==> config.mk <==
export PLATFORM = sky130hd
export DESIGN_NAME = dac_seq_top
export DESIGN_NICKNAME = d
export VERILOG_FILES = /design/src/rtl/dac_seq_pkg.sv /design/src/rtl/dac_seq_buffer.sv /design/src/rtl/dac_seq_pointer.sv /design/src/rtl/dac_seq_flags.sv /design/src/rtl/dac_seq_top.sv
export SDC_FILE = /design/constraint.sdc
export NUM_CORES = 1
export LEC_CHECK = 0
export BUFFER_PORTS_ARGS = -buffer_cell sky130_fd_sc_hd__buf_2
export CAP_MARGIN = 0
export CORE_AREA = 2 2 195 197
export DETAILED_ROUTE_END_ITERATION = 16
export DIE_AREA = 0 0 197 199
export PLACE_DENSITY = 0.48
export SLEW_MARGIN = 20
export SYNTH_ARGS = -nofsm -noshare
export SYNTH_HDL_FRONTEND = slang
export SYNTH_SLANG_ARGS = --single-unit
export TNS_END_PERCENT = 20
==> constraint.sdc <==
create_clock -name clk -period 3.9 [get_ports clk]
set_input_delay 1.17 -clock clk [delete_from_list [all_inputs] [get_ports clk]]
set_output_delay 1.17 -clock clk [all_outputs]
set_load 0.01 [all_outputs]
==> src/rtl/dac_seq_pkg.sv <==
package dac_seq_pkg;

   typedef enum logic [1:0] {
      TRAV_WRAP  = 2'b00,
      TRAV_SWING = 2'b01,
      TRAV_ONCE  = 2'b10,
      TRAV_HOLD  = 2'b11
   } trav_mode_e;

   // Offsets of the control bytes above the table area
   localparam int OFS_CTRL_A = 0;
   localparam int OFS_CTRL_B = 1;
   localparam int OFS_PTRLIM = 2;
   localparam int OFS_STATUS = 3;

   // Flag vector bit positions
   localparam int FLG_TOP = 0;
   localparam int FLG_BOT = 1;
   localparam int FLG_WM  = 2;
   localparam int NUM_FLAGS = 3;

endpackage

==> src/rtl/dac_seq_buffer.sv <==
module dac_seq_buffer #(
   parameter int ENTRIES = 16,
   parameter int CODE_W  = 12,
   localparam int PTR_W  = $clog2(ENTRIES),
   localparam int HI_W   = CODE_W - 8
) (
   input  logic              clk,
   input  logic              rst_n,
   input  logic              wr_en,
   input  logic [PTR_W-1:0]  wr_idx,
   input  logic              wr_hi,
   input  logic [7:0]        wr_data,
   input  logic [PTR_W-1:0]  rd_idx,
   input  logic              rd_hi,
   output logic [7:0]        rd_byte,
   input  logic [PTR_W-1:0]  sel_idx,
   output logic [CODE_W-1:0] code
);

   logic [ENTRIES-1:0][CODE_W-1:0] words;

   for (genvar i = 0; i < ENTRIES; i++) begin : g_ent
      logic [CODE_W-1:0] word_q;
      always_ff @(posedge clk or negedge rst_n) begin
         if (!rst_n) begin
            word_q <= '0;
         end else if (wr_en && (wr_idx == PTR_W'(i))) begin
            if (wr_hi) word_q[CODE_W-1:8] <= wr_data[HI_W-1:0];
            else       word_q[7:0]        <= wr_data;
         end
      end
      assign words[i] = word_q;
   end

   logic [15:0] rd_ext;
   always_comb begin
      rd_ext  = 16'(words[rd_idx]);
      rd_byte = rd_hi ? rd_ext[15:8] : rd_ext[7:0];
   end

   assign code = words[sel_idx];

endmodule

==> src/rtl/dac_seq_pointer.sv <==
module dac_seq_pointer
   import dac_seq_pkg::*;
#(
   parameter int ENTRIES   = 16,
   parameter bit TRIG_EDGE = 1'b1,
   localparam int PTR_W    = $clog2(ENTRIES)
) (
   input  logic             clk,
   input  logic             rst_n,
   input  logic             run_en,
   input  logic             sw_sel,
   input  logic             sw_pulse,
   input  logic             hw_trig,
   input  trav_mode_e       mode,
   input  logic             load,
   input  logic [PTR_W-1:0] load_lim,
   input  logic [PTR_W-1:0] load_ptr,
   output logic [PTR_W-1:0] ptr,
   output logic [PTR_W-1:0] limit,
   output logic             step
);

   logic hw_evt;

   if (TRIG_EDGE) begin : g_edge
      logic hw_q;
      always_ff @(posedge clk or negedge rst_n) begin
         if (!rst_n) hw_q <= 1'b0;
         else        hw_q <= hw_trig;
      end
      assign hw_evt = hw_trig & ~hw_q;
   end else begin : g_level
      assign hw_evt = hw_trig;
   end

   assign step = run_en & (sw_sel ? sw_pulse : hw_evt);

   logic [PTR_W-1:0] ptr_q, lim_q, ptr_nxt;
   logic             dir_dn_q, dir_dn_nxt;
   logic             at_lim, at_zero;

   assign at_lim  = (ptr_q >= lim_q);
   assign at_zero = (ptr_q == '0);

   always_comb begin
      ptr_nxt    = ptr_q;
      dir_dn_nxt = dir_dn_q;
      case (mode)
         TRAV_WRAP:  ptr_nxt = at_lim ? '0 : ptr_q + 1'b1;
         TRAV_ONCE:  ptr_nxt = at_lim ? lim_q : ptr_q + 1'b1;
         TRAV_SWING: begin
            if (dir_dn_q) begin
               if (at_zero) begin
                  ptr_nxt    = (lim_q == '0) ? '0 : ptr_q + 1'b1;
                  dir_dn_nxt = 1'b0;
               end else begin
                  ptr_nxt = ptr_q - 1'b1;
               end
            end else begin
               if (at_lim) begin
                  ptr_nxt    = at_zero ? '0 : ptr_q - 1'b1;
                  dir_dn_nxt = 1'b1;
               end else begin
                  ptr_nxt = ptr_q + 1'b1;
               end
            end
         end
         default: ptr_nxt = ptr_q;
      endcase
   end

   always_ff @(posedge clk or negedge rst_n) begin
      if (!rst_n) begin
         ptr_q    <= '0;
         lim_q    <= PTR_W'(ENTRIES - 1);
         dir_dn_q <= 1'b0;
      end else if (load) begin
         lim_q <= load_lim;
         ptr_q <= (load_ptr > load_lim) ? load_lim : load_ptr;
      end else if (step) begin
         ptr_q    <= ptr_nxt;
         dir_dn_q <= dir_dn_nxt;
      end
   end

   assign ptr   = ptr_q;
   assign limit = lim_q;

endmodule

==> src/rtl/dac_seq_flags.sv <==
module dac_seq_flags
   import dac_seq_pkg::*;
#(
   parameter int ENTRIES = 16,
   localparam int PTR_W  = $clog2(ENTRIES)
) (
   input  logic                 clk,
   input  logic                 rst_n,
   input  logic [PTR_W-1:0]     ptr,
   input  logic [PTR_W-1:0]     limit,
   input  logic [1:0]           wm_sel,
   input  logic                 clr_wr,
   input  logic [NUM_FLAGS-1:0] clr_keep,
   input  logic                 dma_done,
   input  logic [NUM_FLAGS-1:0] flag_en,
   input  logic                 dma_mode,
   output logic [NUM_FLAGS-1:0] flags,
   output logic                 irq,
   output logic                 dma_req
);

   // Condition values right after reset: pointer 0, limit ENTRIES-1, distance 1
   localparam logic [NUM_FLAGS-1:0] COND_RST = {(ENTRIES - 1) == 1, 1'b0, 1'b1};

   logic [NUM_FLAGS-1:0] cond, cond_q, flag_q, flag_d;
   int lim_i, ptr_i, dist_i;

   always_comb begin
      lim_i  = int'(limit);
      ptr_i  = int'(ptr);
      dist_i = int'(wm_sel) + 1;
      cond[FLG_TOP] = (ptr == '0);
      cond[FLG_BOT] = (ptr == limit);
      cond[FLG_WM]  = (lim_i >= dist_i) && (ptr_i == lim_i - dist_i);
   end

   always_comb begin
      flag_d = flag_q;
      if (dma_done) flag_d = '0;
      if (clr_wr)   flag_d = flag_d & clr_keep;
      flag_d = flag_d | (cond & ~cond_q);
   end

   always_ff @(posedge clk or negedge rst_n) begin
      if (!rst_n) begin
         cond_q <= COND_RST;
         flag_q <= NUM_FLAGS'(1 << FLG_TOP);
      end else begin
         cond_q <= cond;
         flag_q <= flag_d;
      end
   end

   logic any_req;
   assign any_req = |(flag_q & flag_en);
   assign irq     = any_req & ~dma_mode;
   assign dma_req = any_req & dma_mode;
   assign flags   = flag_q;

endmodule

==> src/rtl/dac_seq_top.sv <==
module dac_seq_top
   import dac_seq_pkg::*;
#(
   parameter int ENTRIES   = 16,
   parameter int CODE_W    = 12,
   parameter bit TRIG_EDGE = 1'b1,
   localparam int PTR_W      = $clog2(ENTRIES),
   localparam int DATA_BYTES = 2 * ENTRIES,
   localparam int ADDR_W     = $clog2(DATA_BYTES + 4),
   localparam int REG_BASE   = DATA_BYTES
) (
   input  logic              clk,
   input  logic              rst_n,
   input  logic [ADDR_W-1:0] reg_addr,
   input  logic              reg_wr,
   input  logic [7:0]        reg_wdata,
   output logic [7:0]        reg_rdata,
   input  logic              hw_trig,
   input  logic              dma_done,
   output logic [CODE_W-1:0] dac_code,
   output logic              irq,
   output logic              dma_req
);

   if (ENTRIES < 2 || ENTRIES > 16 || (1 << PTR_W) != ENTRIES) begin : g_bad_entries
      $error("ENTRIES must be a power of two from 2 to 16");
   end
   if (CODE_W < 9 || CODE_W > 16) begin : g_bad_code_w
      $error("CODE_W must lie between 9 and 16");
   end

   localparam logic [ADDR_W-1:0] A_CTRL_A = ADDR_W'(REG_BASE + OFS_CTRL_A);
   localparam logic [ADDR_W-1:0] A_CTRL_B = ADDR_W'(REG_BASE + OFS_CTRL_B);
   localparam logic [ADDR_W-1:0] A_PTRLIM = ADDR_W'(REG_BASE + OFS_PTRLIM);
   localparam logic [ADDR_W-1:0] A_STATUS = ADDR_W'(REG_BASE + OFS_STATUS);

   logic [7:0] ctrl_a_q, ctrl_b_q;
   logic       in_table, wr_ctrl_a, wr_ctrl_b, wr_pl, wr_st, sw_pulse;

   assign in_table  = (reg_addr < ADDR_W'(DATA_BYTES));
   assign wr_ctrl_a = reg_wr && (reg_addr == A_CTRL_A);
   assign wr_ctrl_b = reg_wr && (reg_addr == A_CTRL_B);
   assign wr_pl     = reg_wr && (reg_addr == A_PTRLIM);
   assign wr_st     = reg_wr && (reg_addr == A_STATUS);
   assign sw_pulse  = wr_ctrl_a && reg_wdata[2];

   always_ff @(posedge clk or negedge rst_n) begin
      if (!rst_n) begin
         ctrl_a_q <= '0;
         ctrl_b_q <= '0;
      end else begin
         if (wr_ctrl_a) ctrl_a_q <= reg_wdata & 8'hFB;
         if (wr_ctrl_b) ctrl_b_q <= reg_wdata & 8'h9F;
      end
   end

   logic             mod_en, trig_sw, buf_en, dma_mode;
   logic [2:0]       flag_en;
   trav_mode_e       mode;
   logic [1:0]       wm_sel;

   assign mod_en   = ctrl_a_q[0];
   assign trig_sw  = ctrl_a_q[1];
   assign flag_en  = ctrl_a_q[7:5];
   assign buf_en   = ctrl_b_q[0];
   assign mode     = trav_mode_e'(ctrl_b_q[2:1]);
   assign wm_sel   = ctrl_b_q[4:3];
   assign dma_mode = ctrl_b_q[7];

   logic [PTR_W-1:0]     ptr, limit;
   logic                 step;
   logic [NUM_FLAGS-1:0] flags;
   logic [7:0]           tbl_byte;

   dac_seq_buffer #(.ENTRIES(ENTRIES), .CODE_W(CODE_W)) u_buf (
      .clk     (clk),
      .rst_n   (rst_n),
      .wr_en   (reg_wr && in_table),
      .wr_idx  (reg_addr[PTR_W:1]),
      .wr_hi   (reg_addr[0]),
      .wr_data (reg_wdata),
      .rd_idx  (reg_addr[PTR_W:1]),
      .rd_hi   (reg_addr[0]),
      .rd_byte (tbl_byte),
      .sel_idx (buf_en ? ptr : '0),
      .code    (dac_code)
   );

   dac_seq_pointer #(.ENTRIES(ENTRIES), .TRIG_EDGE(TRIG_EDGE)) u_ptr (
      .clk      (clk),
      .rst_n    (rst_n),
      .run_en   (mod_en && buf_en),
      .sw_sel   (trig_sw),
      .sw_pulse (sw_pulse),
      .hw_trig  (hw_trig),
      .mode     (mode),
      .load     (wr_pl),
      .load_lim (reg_wdata[PTR_W-1:0]),
      .load_ptr (reg_wdata[4 +: PTR_W]),
      .ptr      (ptr),
      .limit    (limit),
      .step     (step)
   );

   dac_seq_flags #(.ENTRIES(ENTRIES)) u_flg (
      .clk      (clk),
      .rst_n    (rst_n),
      .ptr      (ptr),
      .limit    (limit),
      .wm_sel   (wm_sel),
      .clr_wr   (wr_st),
      .clr_keep (reg_wdata[NUM_FLAGS-1:0]),
      .dma_done (dma_done),
      .flag_en  (flag_en),
      .dma_mode (dma_mode),
      .flags    (flags),
      .irq      (irq),
      .dma_req  (dma_req)
   );

   always_comb begin
      if (in_table)                   reg_rdata = tbl_byte;
      else if (reg_addr == A_CTRL_A)  reg_rdata = ctrl_a_q;
      else if (reg_addr == A_CTRL_B)  reg_rdata = ctrl_b_q;
      else if (reg_addr == A_PTRLIM)  reg_rdata = {4'(ptr), 4'(limit)};
      else if (reg_addr == A_STATUS)  reg_rdata = 8'(flags);
      else                            reg_rdata = '0;
   end

endmodule

; Word-level counts from Yosys, hierarchy flattened
; Cells that the tools add are included.
[classes]
addsub = 4
n_mul = 0
n_div = 0
n_lt_le_gt_ge = 6
n_eq_ne = 23
n_shift = 0
muxes = 28
n_bitwise = 13
reduce_logical = 65
[op_table]
columns = operator, n
row1 = binary-select mux 12 bit (select 4 bit), 2
row2 = AND reduction 2 bit, 33
row3 = two-way mux 4 bit, 11
row4 = two-way mux 8 bit, 5
row5 = "equality test 4 bit, second input constant", 8
row6 = equality test 5 x 32 -> 1 bit, 1
row7 = greater-or-equal comparator 5 x 32 -> 1 bit, 1
row8 = subtractor 5 x 32 -> 32 bit, 1
row9 = "equality test 6 bit, second input constant", 4
row10 = logical AND 1 bit, 24
row11 = two-way mux 12 bit, 2
row12 = "equality test 4 x 3 -> 1 bit, second input constant", 4
row13 = logical NOT 4 bit, 3
row14 = case mux 4 bit (3 select lines), 1
row15 = "less-than comparator 4 x 5 -> 1 bit, second input constant", 2
row16 = bitwise AND 3 bit, 3
row17 = two-way mux 3 bit, 3
row18 = "equality test 4 x 2 -> 1 bit, second input constant", 2
row19 = "less-than comparator 6 bit, second input constant", 1
row20 = "adder 4 x 1 -> 4 bit, second input constant", 1
row21 = bitwise AND 1 bit, 4
row22 = "equality test 4 x 1 -> 1 bit, second input constant", 1
row23 = equality test 4 bit, 1
row24 = greater-or-equal comparator 4 bit, 1
row25 = 14 further kinds, 20
[totals]
regBits = 221
latchBits = 0
ram_bits = 0
romBits = 0
inputBits = 19
output_inout_bits = 22
word_cells = 179
memories = 0

; Depth between registers and ports, before layout
; Gate-level depths: netlist of the first run.
[depth]
depth_word = 7
mapped_depth = 14
ltp_nobuf = 14

; Cells and area by module
; A second synthesis of the first run with hierarchy kept.
[unflattened]
cells_unflattened = 869
hier_area_um2 = 12659.6
[modules_own_cells]
columns = mod, instances, cells_each, area_each_um2, seq_area_each_um2
row1 = dac_seq_buffer, 1, 611, 10217.3, 4804.6
row2 = dac_seq_pointer, 1, 130, 1102.3, 255.2
row3 = dac_seq_top, 1, 79, 868.3, 325.3
row4 = dac_seq_flags, 1, 49, 471.7, 152.6

; Least setup slack after synthesis of the first run
; Ideal clock, no wire load.
[synth_timing]
path_kind = input -> output
from = input port reg_addr[2]
to = output port reg_rdata[2]
arrival_time_ns = 2.627
t_required_ns = 2.730
path_slack_ns = 0.103
stages = 6
path_buffers = 2
path_cell_list = buf_4 -> buf_4 -> mux4_2 -> a22oi_1 -> a21oi_1 -> a211o_1
[synth_between]
elab_chain_len = 6
word_cells_on_any_way = 13
classes_between = order compare: 1 / eq/ne: 4 / mux: 8
[synth_rtl]
columns = item, line_no
row1 = from (decl), dac_seq_top.sv:14  ; input logic [ADDR_W-1:0] reg_addr,
row2 = equality test 6 bit, dac_seq_top.sv:126  ; else if (reg_addr == A_STATUS) reg_rdata = 8'(flags);
row3 = two-way mux 3 bit, dac_seq_top.sv:126
row4 = two-way mux 8 bit, dac_seq_top.sv:125  ; else if (reg_addr == A_PTRLIM) reg_rdata = {4'(ptr), 4'(limit)};
row5 = two-way mux 8 bit, dac_seq_top.sv:124  ; else if (reg_addr == A_CTRL_B) reg_rdata = ctrl_b_q;
row6 = two-way mux 8 bit, dac_seq_top.sv:123  ; else if (reg_addr == A_CTRL_A) reg_rdata = ctrl_a_q;
row7 = two-way mux 8 bit (*), dac_seq_top.sv:122  ; if (in_table) reg_rdata = tbl_byte;
row8 = to (decl), dac_seq_top.sv:17  ; output logic [7:0] reg_rdata,
; Mark *: on every way between the ends. The rest lies on a longest branch, timed or not. The select of a mux whose other input is x is not followed.

; Worst setup path after layout of the first run
[layout_timing]
from = input port reg_addr[2]
to = output port reg_rdata[6]
[layout_between]
elab_chain_len = 5
word_cells_on_any_way = 11
classes_between = order compare: 1 / eq/ne: 3 / mux: 7
[layout_rtl]
columns = item, line_no
row1 = branches (longest 4 deep; another with binary-select mux 12 bit (select 4 bit)), -
row2 = two-way mux 8 bit (*), dac_seq_top.sv:122
; Every way passes the cells marked *. The select of a mux whose other input is x is not followed.

==> impl_metrics.py, run 1 <==
metrics = {
    "run_status": {
        "outcome": "finished, violations left",
        "violations": "setup timing",
    },
    "critical_path": {
        "slowest_stage": "mux4_2",
        "arrival_ps": 2810,
        "worstPathRequired_ps": 2730,
        "rr_worst_depth": 14,
        "crit_buf_inv": 4,
        "worstSetupPathType": "in2out",
        "cp_cell_sequence": "buf_16 > buf_12 > mux4_2 > mux4_2 > inv_2 > o22ai_2 > buf_2",
        "endpoint_kind": "output pin",
        "crit_family": "multiplexers",
        "max_stage_delay_ps": 530,
        "cp_max_fo": 8,
        "worst-path-stages": 7,
        "start_kind": "input port",
        "crit_path_frequent_cell": "mux4_2",
    },
    "sta": {
        "setup_ws_ps": -78.8,
        "setup_viol": 8,
        "fin_crit_ps": 3980,
        "fmax_ghz": 0.251,
        "hold_viol_final": 0,
        "slew_headroom_pct": 36.6,
        "tightest_slew_ps": 951,
        "fin_crit_sh_pct": 102,
        "clock_skew_ps": 5.74,
        "rsz0062_at_grt": "true",
        "hold_ws_ps": 478,
        "slew_viol_final": 0,
    },
    "synthesis": {
        "synthAdderAreaFrac_pct": 2.11,
        "synth_top_family_by_area": "multiplexers",
        "synth_nets": 1218,
        "synth.distinct_cells": 60,
        "ys_warn_count": 0,
        "synthFlopType": "dfrtp_1",
        "synth_seq_cells": 221,
        "ys_seq_area_share_pct": 43.2,
        "synth_area_um2": 12800,
        "synth_edf_count": 0,
        "synth_xor_area_share_pct": 0.752,
        "synth_mux_area_share_pct": 27.9,
        "syn_inst": 1178,
        "synthArstFlopShare_pct": 100,
        "yosys.area_share.simple_pct": 8.70,
        "synth-compound-area-share_pct": 13.4,
        "synth.avg_cell_area_um2": 10.9,
    },
    "global_route": {
        "met3_usage_pct": 2.97,
        "grt_util_met2_pct": 37.7,
        "grtUsageMet1_pct": 29.2,
        "grt_max_degree": 66,
        "antenna_found_initial": 3,
        "top_usage_layer": "met2",
        "grt_pass1_vias": 9821,
        "globalRouteOverflowTotal": 0,
        "grt_pass1_wl_mm": 65.0,
        "grt_use_total_pct": 22.2,
    },
    "floorplanning": {
        "die_height_um": 199,
        "die-area_um2": 39200,
        "core_area_um2": 37100,
        "pin_count": 41,
        "rows": 71,
        "die_w_um": 197,
        "start_util_pct": 34.5,
    },
    "placed_design": {
        "placed_area_um2": 13900,
        "hpwl_mm": 30.5,
        "routabilityCongestion": 0.896,
        "io_buffers": 40,
    },
    "cells_and_area": {
        "fillers": 3626,
        "syn_to_final_growth_pct": 17.8,
        "fin_area_um2": 15100,
        "drive_above_1_share_pct": 35.3,
        "finalNetCount": 1270,
    },
    "clock_tree": {
        "cts.clk_slew.worst_paths_ps": 60,
        "clk_latency_ps": 550,
        "cts_root_buf": "clkbuf_16",
        "htreeDepth": 1,
        "clockBufferDepth": 3,
        "cts_hold_buffers": 0,
        "cts.sinks": 221,
        "cts_buffers": 26,
        "cts_tree": "built",
    },
    "pwr": {
        "leakage_uw": 0.00663,
        "power_uw": 7750,
        "p_per_area_nw_per_um2": 514,
        "ir_drop_mv": 0.293,
    },
    "hold_path": {
        "min_path_cells": 2,
        "hold_path_class": "reg2reg",
    },
    "drt": {
        "ant_nets": 0,
        "drt_iter0_drc": 721,
        "wl_mm": 42.6,
        "wl_per_cell_um": 24.7,
        "vias": 9711,
        "first_pass_iters": 5,
        "viasPerCell": 5.64,
        "drc_errors": 0,
    },
    "job": {
        "maxCapViolCount": 0,
    },
}
[worst reg2reg max path, stage by stage, from the launching register on]
cell and delay, ps:
dfrtp_1 440, ha_1 300, inv_1 70, ha_1 290
nor2b_1 130, o21ai_0 200, nor2b_1 170, ha_1 180
inv_1 50, ha_1 300, xnor2_1 170, a41o_1 110
nand3_1 90, a2111oi_0 480, o2bb2ai_1 180
[final cells by class]
| type | instances | area, um2 | share of cell area, % |
|---|---|---|---|
| clock inverters | 7 | 138 | 0.912 |
| well taps | 474 | 593 | 3.93 |
| flip-flops and latches | 221 | 5540 | 36.7 |
| clock buffers | 39 | 781 | 5.17 |
| inverters | 26 | 97.6 | 0.647 |
| repair buffers | 118 | 1030 | 6.86 |
| diodes | 1 | 2.50 | 0.0166 |
| multi-input cells | 837 | 6910 | 45.8 |
[through the flow]
step	setup TNS (ps)	worst slack [ps]	std cells	util, %
final	-406	-78.8	1723	40.6
after global routing	-741	-119	1722	40.6
after global placement	-1840	-267	1671	37.3
after CTS	-350	-76.0	1722	40.6
after detailed placement	-1970	-308	1671	37.3
after floorplan	0	103	1178	-
[kinds of logic after synthesis]
group,after synthesis
flip-flops,221
XOR/XNOR,11
buffers and inverters,120
multiplexers,267
AO/OA/AOI/OAI,282
AND/OR/NAND/NOR,256
adder cells (fa/ha/maj),21
[cell usage after synthesis (2+ instances only)]
cell	number	area (um2)
dfrtp_1	215	5380
mux2_2	177	1990
nand2_1	144	541
o21ai_0	114	571
a21oi_1	60	300
clkbuf_1	57	214
mux4_2	54	1220
nor2_1	47	176
mux2i_1	36	360
a22oi_1	33	248
inv_1	24	90.1
buf_2	23	115
a211oi_1	21	158
ha_1	20	250
nand3_1	19	95.1
o211ai_1	13	97.6
o31ai_1	11	82.6
nor2b_1	9	56.3
buf_1	8	30.0
xnor2_1	8	70.1
nor3_1	7	35.0
a211o_1	6	52.6
and2_1	6	37.5
dfstp_2	6	158
nand2b_1	6	37.5
nor2_2	4	25.0
o22ai_1	4	25.0
a311oi_1	3	26.3
buf_4	3	22.5
buf_6	3	33.8
xor2_1	3	26.3
a21o_1	2	15.0
and3_1	2	12.5
clkinv_1	2	7.51
nor2b_2	2	17.5
nor3_2	2	20.0
[what timing repair did]
item | CTS | global route
pin swaps | 7 | 5
setup endpoints to repair | 14 | 18
buffers inserted | 2 | 0
cloned | 3 | 0
resized for setup | 46 | 5
[path summary, 6_finish.rpt]
path	from	slack [ps]	endpoint
setup / recovery	reg_addr[2]	-80	reg_rdata[6]
hold / removal	ctrl_a_q[4]$_DFFE_PN0N_	480	ctrl_a_q[4]$_DFFE_PN0N_
setup reg to reg	ctrl_b_q[4]$_DFFE_PN0P_	660	u_flg.flags[2]$_DFF_PN0_
hold reg to reg	ctrl_a_q[4]$_DFFE_PN0N_	480	ctrl_a_q[4]$_DFFE_PN0N_
max in group asynchronous	rst_n	2330	u_buf.g_ent[12].word_q[3]$_DFFE_PN0P_
min in group asynchronous	rst_n	580	ctrl_a_q[0]$_DFFE_PN0N_
[state kept, by name, indices dropped and copies added (netlist names)]
name	cells
ctrl_a_q	7
ctrl_b_q	6
u_buf.g_ent.word_q	192
u_flg.cond_q	3
u_flg.flags	3
u_ptr.dir_dn_q	1
u_ptr.g_edge.hw_q	1
u_ptr.limit	4
u_ptr.ptr	4
[routing by layer]
layer	vias up	routed length, um
li1	4429	-
met3	67	1910
met4	0	1550
met2	280	20600
met5	-	0
met1	4935	18500
[placed cells by master (no fill, tap or decap), drive strengths merged, types with 11 or more instances in the layout]
master | netlist | final
mux2 | 177 | 177
a22oi | 33 | 33
o21ai | 115 | 115
o211ai | 13 | 13
clkbuf | 57 | 39
buf | 37 | 117
mux2i | 36 | 36
nor2b | 11 | 11
mux4 | 54 | 54
inv | 24 | 24
nand2 | 144 | 144
a211oi | 21 | 21
o31ai | 11 | 11
nor2 | 51 | 51
a21oi | 61 | 61
nand3 | 19 | 19
dfrtp | 215 | 215
ha | 20 | 20
[power by group]
group	internal (uW)	switching (uW)	total (uW)
clock network	1640	1000	2640
logic	989	1140	2130
registers	2630	350	2980
(Power assumes the default switching activity.)
==> inputs of run 2 (changes only) <==
- CELL_PAD_IN_SITES_DETAIL_PLACEMENT: default -> 0
- CELL_PAD_IN_SITES_GLOBAL_PLACEMENT: default -> 1
- PLACE_DENSITY: 0.48 -> default
- PLACE_DENSITY_LB_ADDON: default -> 0.1
==> impl_metrics.py, run 2 (synthesized netlist as in run 1, its figures left out) <==
metrics = {
    "sta": {
        "slew_viol_final": 0,
        "fmax_ghz": 0.252,
        "tightest_slew_ps": 631,
        "clock_skew_ps": 3.92,
        "hold_viol_final": 0,
        "setup_viol": 6,
        "fin_crit_sh_pct": 102,
        "slew_headroom_pct": 56.8,
        "fin_crit_ps": 3960,
        "rsz0062_at_grt": "true",
        "setup_ws_ps": -62.8,
    },
    "placed_design": {
        "routabilityCongestion": 0.878,
        "hpwl_mm": 32.4,
        "io_buffers": 40,
        "placed_area_um2": 13900,
        "placedCellCount": 1677,
    },
    "global_route": {
        "grt_use_total_pct": 23.8,
        "antenna_found_initial": 1,
        "globalRouteOverflowTotal": 0,
        "grt_max_degree": 63,
        "grt_pass1_wl_mm": 68.3,
        "grt_pass1_vias": 10200,
    },
    "drt": {
        "wl_mm": 45.2,
        "drc_errors": 0,
        "met2_length_mm": 22.4,
        "drt_iter0_drc": 561,
        "viasPerCell": 5.57,
        "top_layer_used": "met4",
        "vias": 9668,
        "drt-met1-wl_mm": 19.5,
        "wl_per_cell_um": 26.0,
        "first_pass_iters": 5,
        "ant_nets": 0,
        "dr_wl_met3_mm": 1.38,
    },
    "critical_path": {
        "endpoint_kind": "output pin",
        "worstPathRequired_ps": 2730,
        "worstSetupPathType": "in2out",
        "cp_max_fo": 8,
        "start_kind": "input port",
        "arrival_ps": 2790,
    },
    "job": {
        "maxCapViolCount": 0,
    },
    "cells_and_area": {
        "fillers": 3659,
        "syn_to_final_growth_pct": 19.0,
        "largest_reg_flops": 192,
        "reg_top3": "u_buf.g_ent.word_q x192, ctrl_a_q x7, ctrl_b_q x6",
        "largest_register": "u_buf.g_ent.word_q",
        "layout_common_cells": "dfrtp_1 (213), mux2_2 (177), nand2_1 (142), o21ai_0 (114), buf_4 (73)",
        "layout_commonest_cell": "dfrtp_1",
        "n_antenna_cell": 0,
        "drive_above_1_share_pct": 36.8,
        "finalNetCount": 1281,
        "fin_area_um2": 15200,
        "stdcell_count": 1736,
    },
    "pwr": {
        "p_seq_share_pct": 37.8,
        "ir_drop_mv": 0.305,
        "intPower_uw": 5340,
        "p_per_area_nw_per_um2": 518,
        "leakage_uw": 0.00671,
        "pwr-share-clk_pct": 34.7,
        "switching_share_pct": 32.3,
        "switchingPower_uw": 2550,
        "combPwrFrac_pct": 27.5,
    },
    "clock_tree": {
        "cts.sinks": 221,
        "htreeDepth": 1,
        "cts_hold_buffers": 0,
        "cts.clk_slew.worst_paths_ps": 60,
        "clockBufferDepth": 3,
        "clk_latency_ps": 550,
        "cts_tree": "built",
        "cts_buffers": 27,
        "cts_root_buf": "clkbuf_16",
    },
    "floorplanning": {
        "rows": 71,
        "core_area_um2": 37100,
        "die-area_um2": 39200,
        "die_height_um": 199,
        "pin_count": 41,
        "die_w_um": 197,
        "start_util_pct": 34.5,
    },
    "run_status": {
        "violations": "setup timing",
        "outcome": "finished, violations left",
    },
    "hold_path": {
        "hold_path_class": "reg2reg",
    },
}
-- run 2: changes by cell type in the layout (fill, tap and decap cells not counted), moves of 3 or more --
cell	before	now
buf_4	61	73
buf_6	5	9
clkbuf_8	6	10
buf_2	36	33
clkbuf_1	6	3
inv_2	4	1
inv_4	0	3
-- run 2: final cells by class --
type / count / area (um2) / area share [%]
flip-flops and latches: 221 / 5540 / 36.3
inverters: 26 / 105 / 0.689
clock buffers: 40 / 825 / 5.41
well taps: 474 / 593 / 3.89
repair buffers: 128 / 1090 / 7.13
multi-input cells: 837 / 6940 / 45.5
clock inverters: 10 / 156 / 1.03
-- run 2: stage by stage --
| stage | power [uW] | utilization, % | TNS [ps] | hold slack, ps | setup slack (ps) |
|---|---|---|---|---|---|
| floorplan | 4290 | - | 0 | 449 | 103 |
| global placement | 5120 | 37.4 | -2050 | 462 | -280 |
| detailed placement | 5120 | 37.4 | -2270 | 472 | -333 |
| CTS | 7970 | 40.9 | -360 | 486 | -65.0 |
| global route | 8300 | 41.1 | -501 | 520 | -94.7 |
| finish | 7890 | 41.1 | -201 | 485 | -62.8 |
-- run 2: repair_timing --
item	4_1_cts	5_1_grt
pin swaps	13	7
gates resized for setup	51	14
buffers inserted	6	1
cloned	3	0
setup endpoints to repair	20	17
-- run 2: final timing paths --
kind	from	end	slack, ps	cells past startpoint
setup / recovery	reg_addr[2]	reg_rdata[1]	-60	8
hold / removal	ctrl_a_q[3]$_DFFE_PN0N_	ctrl_a_q[3]$_DFFE_PN0N_	480	2
setup reg to reg	ctrl_b_q[4]$_DFFE_PN0P_	u_flg.flags[2]$_DFF_PN0_	510	15
hold reg to reg	ctrl_a_q[3]$_DFFE_PN0N_	ctrl_a_q[3]$_DFFE_PN0N_	480	2
max in group asynchronous	rst_n	u_buf.g_ent[14].word_q[9]$_DFFE_PN0P_	2510	2
min in group asynchronous	rst_n	ctrl_b_q[7]$_DFFE_PN0P_	550	1
-- run 2: metal layers --
| metal | up-vias | global-route usage, % |
|---|---|---|
| li1 | 4451 | - |
| met1 | 4929 | 30.2 |
| met2 | 198 | 41.6 |
| met3 | 90 | 2.85 |
| met4 | 0 | 8.77 |
| met5 | - | 0 |
-- run 2: worst max-delay path, cell delays in order --
cell and delay [ps]:
buf_16 100, buf_12 140, buf_12 140, mux4_2 520, a22oi_2 210, a21oi_2 70
a211o_1 270, buf_2 150
-- run 2: power groups by stage --
stage | combinational, uW | clock, uW | sequential [uW]
4_1_cts | 2170 | 2820 | 2980
2_1_floorplan | 1450 | 0 | 2830
5_1_grt | 2380 | 2910 | 3020
6_report | 2170 | 2740 | 2990
3_3_place_gp | 2090 | 0 | 3030
3_5_place_dp | 2100 | 0 | 3020
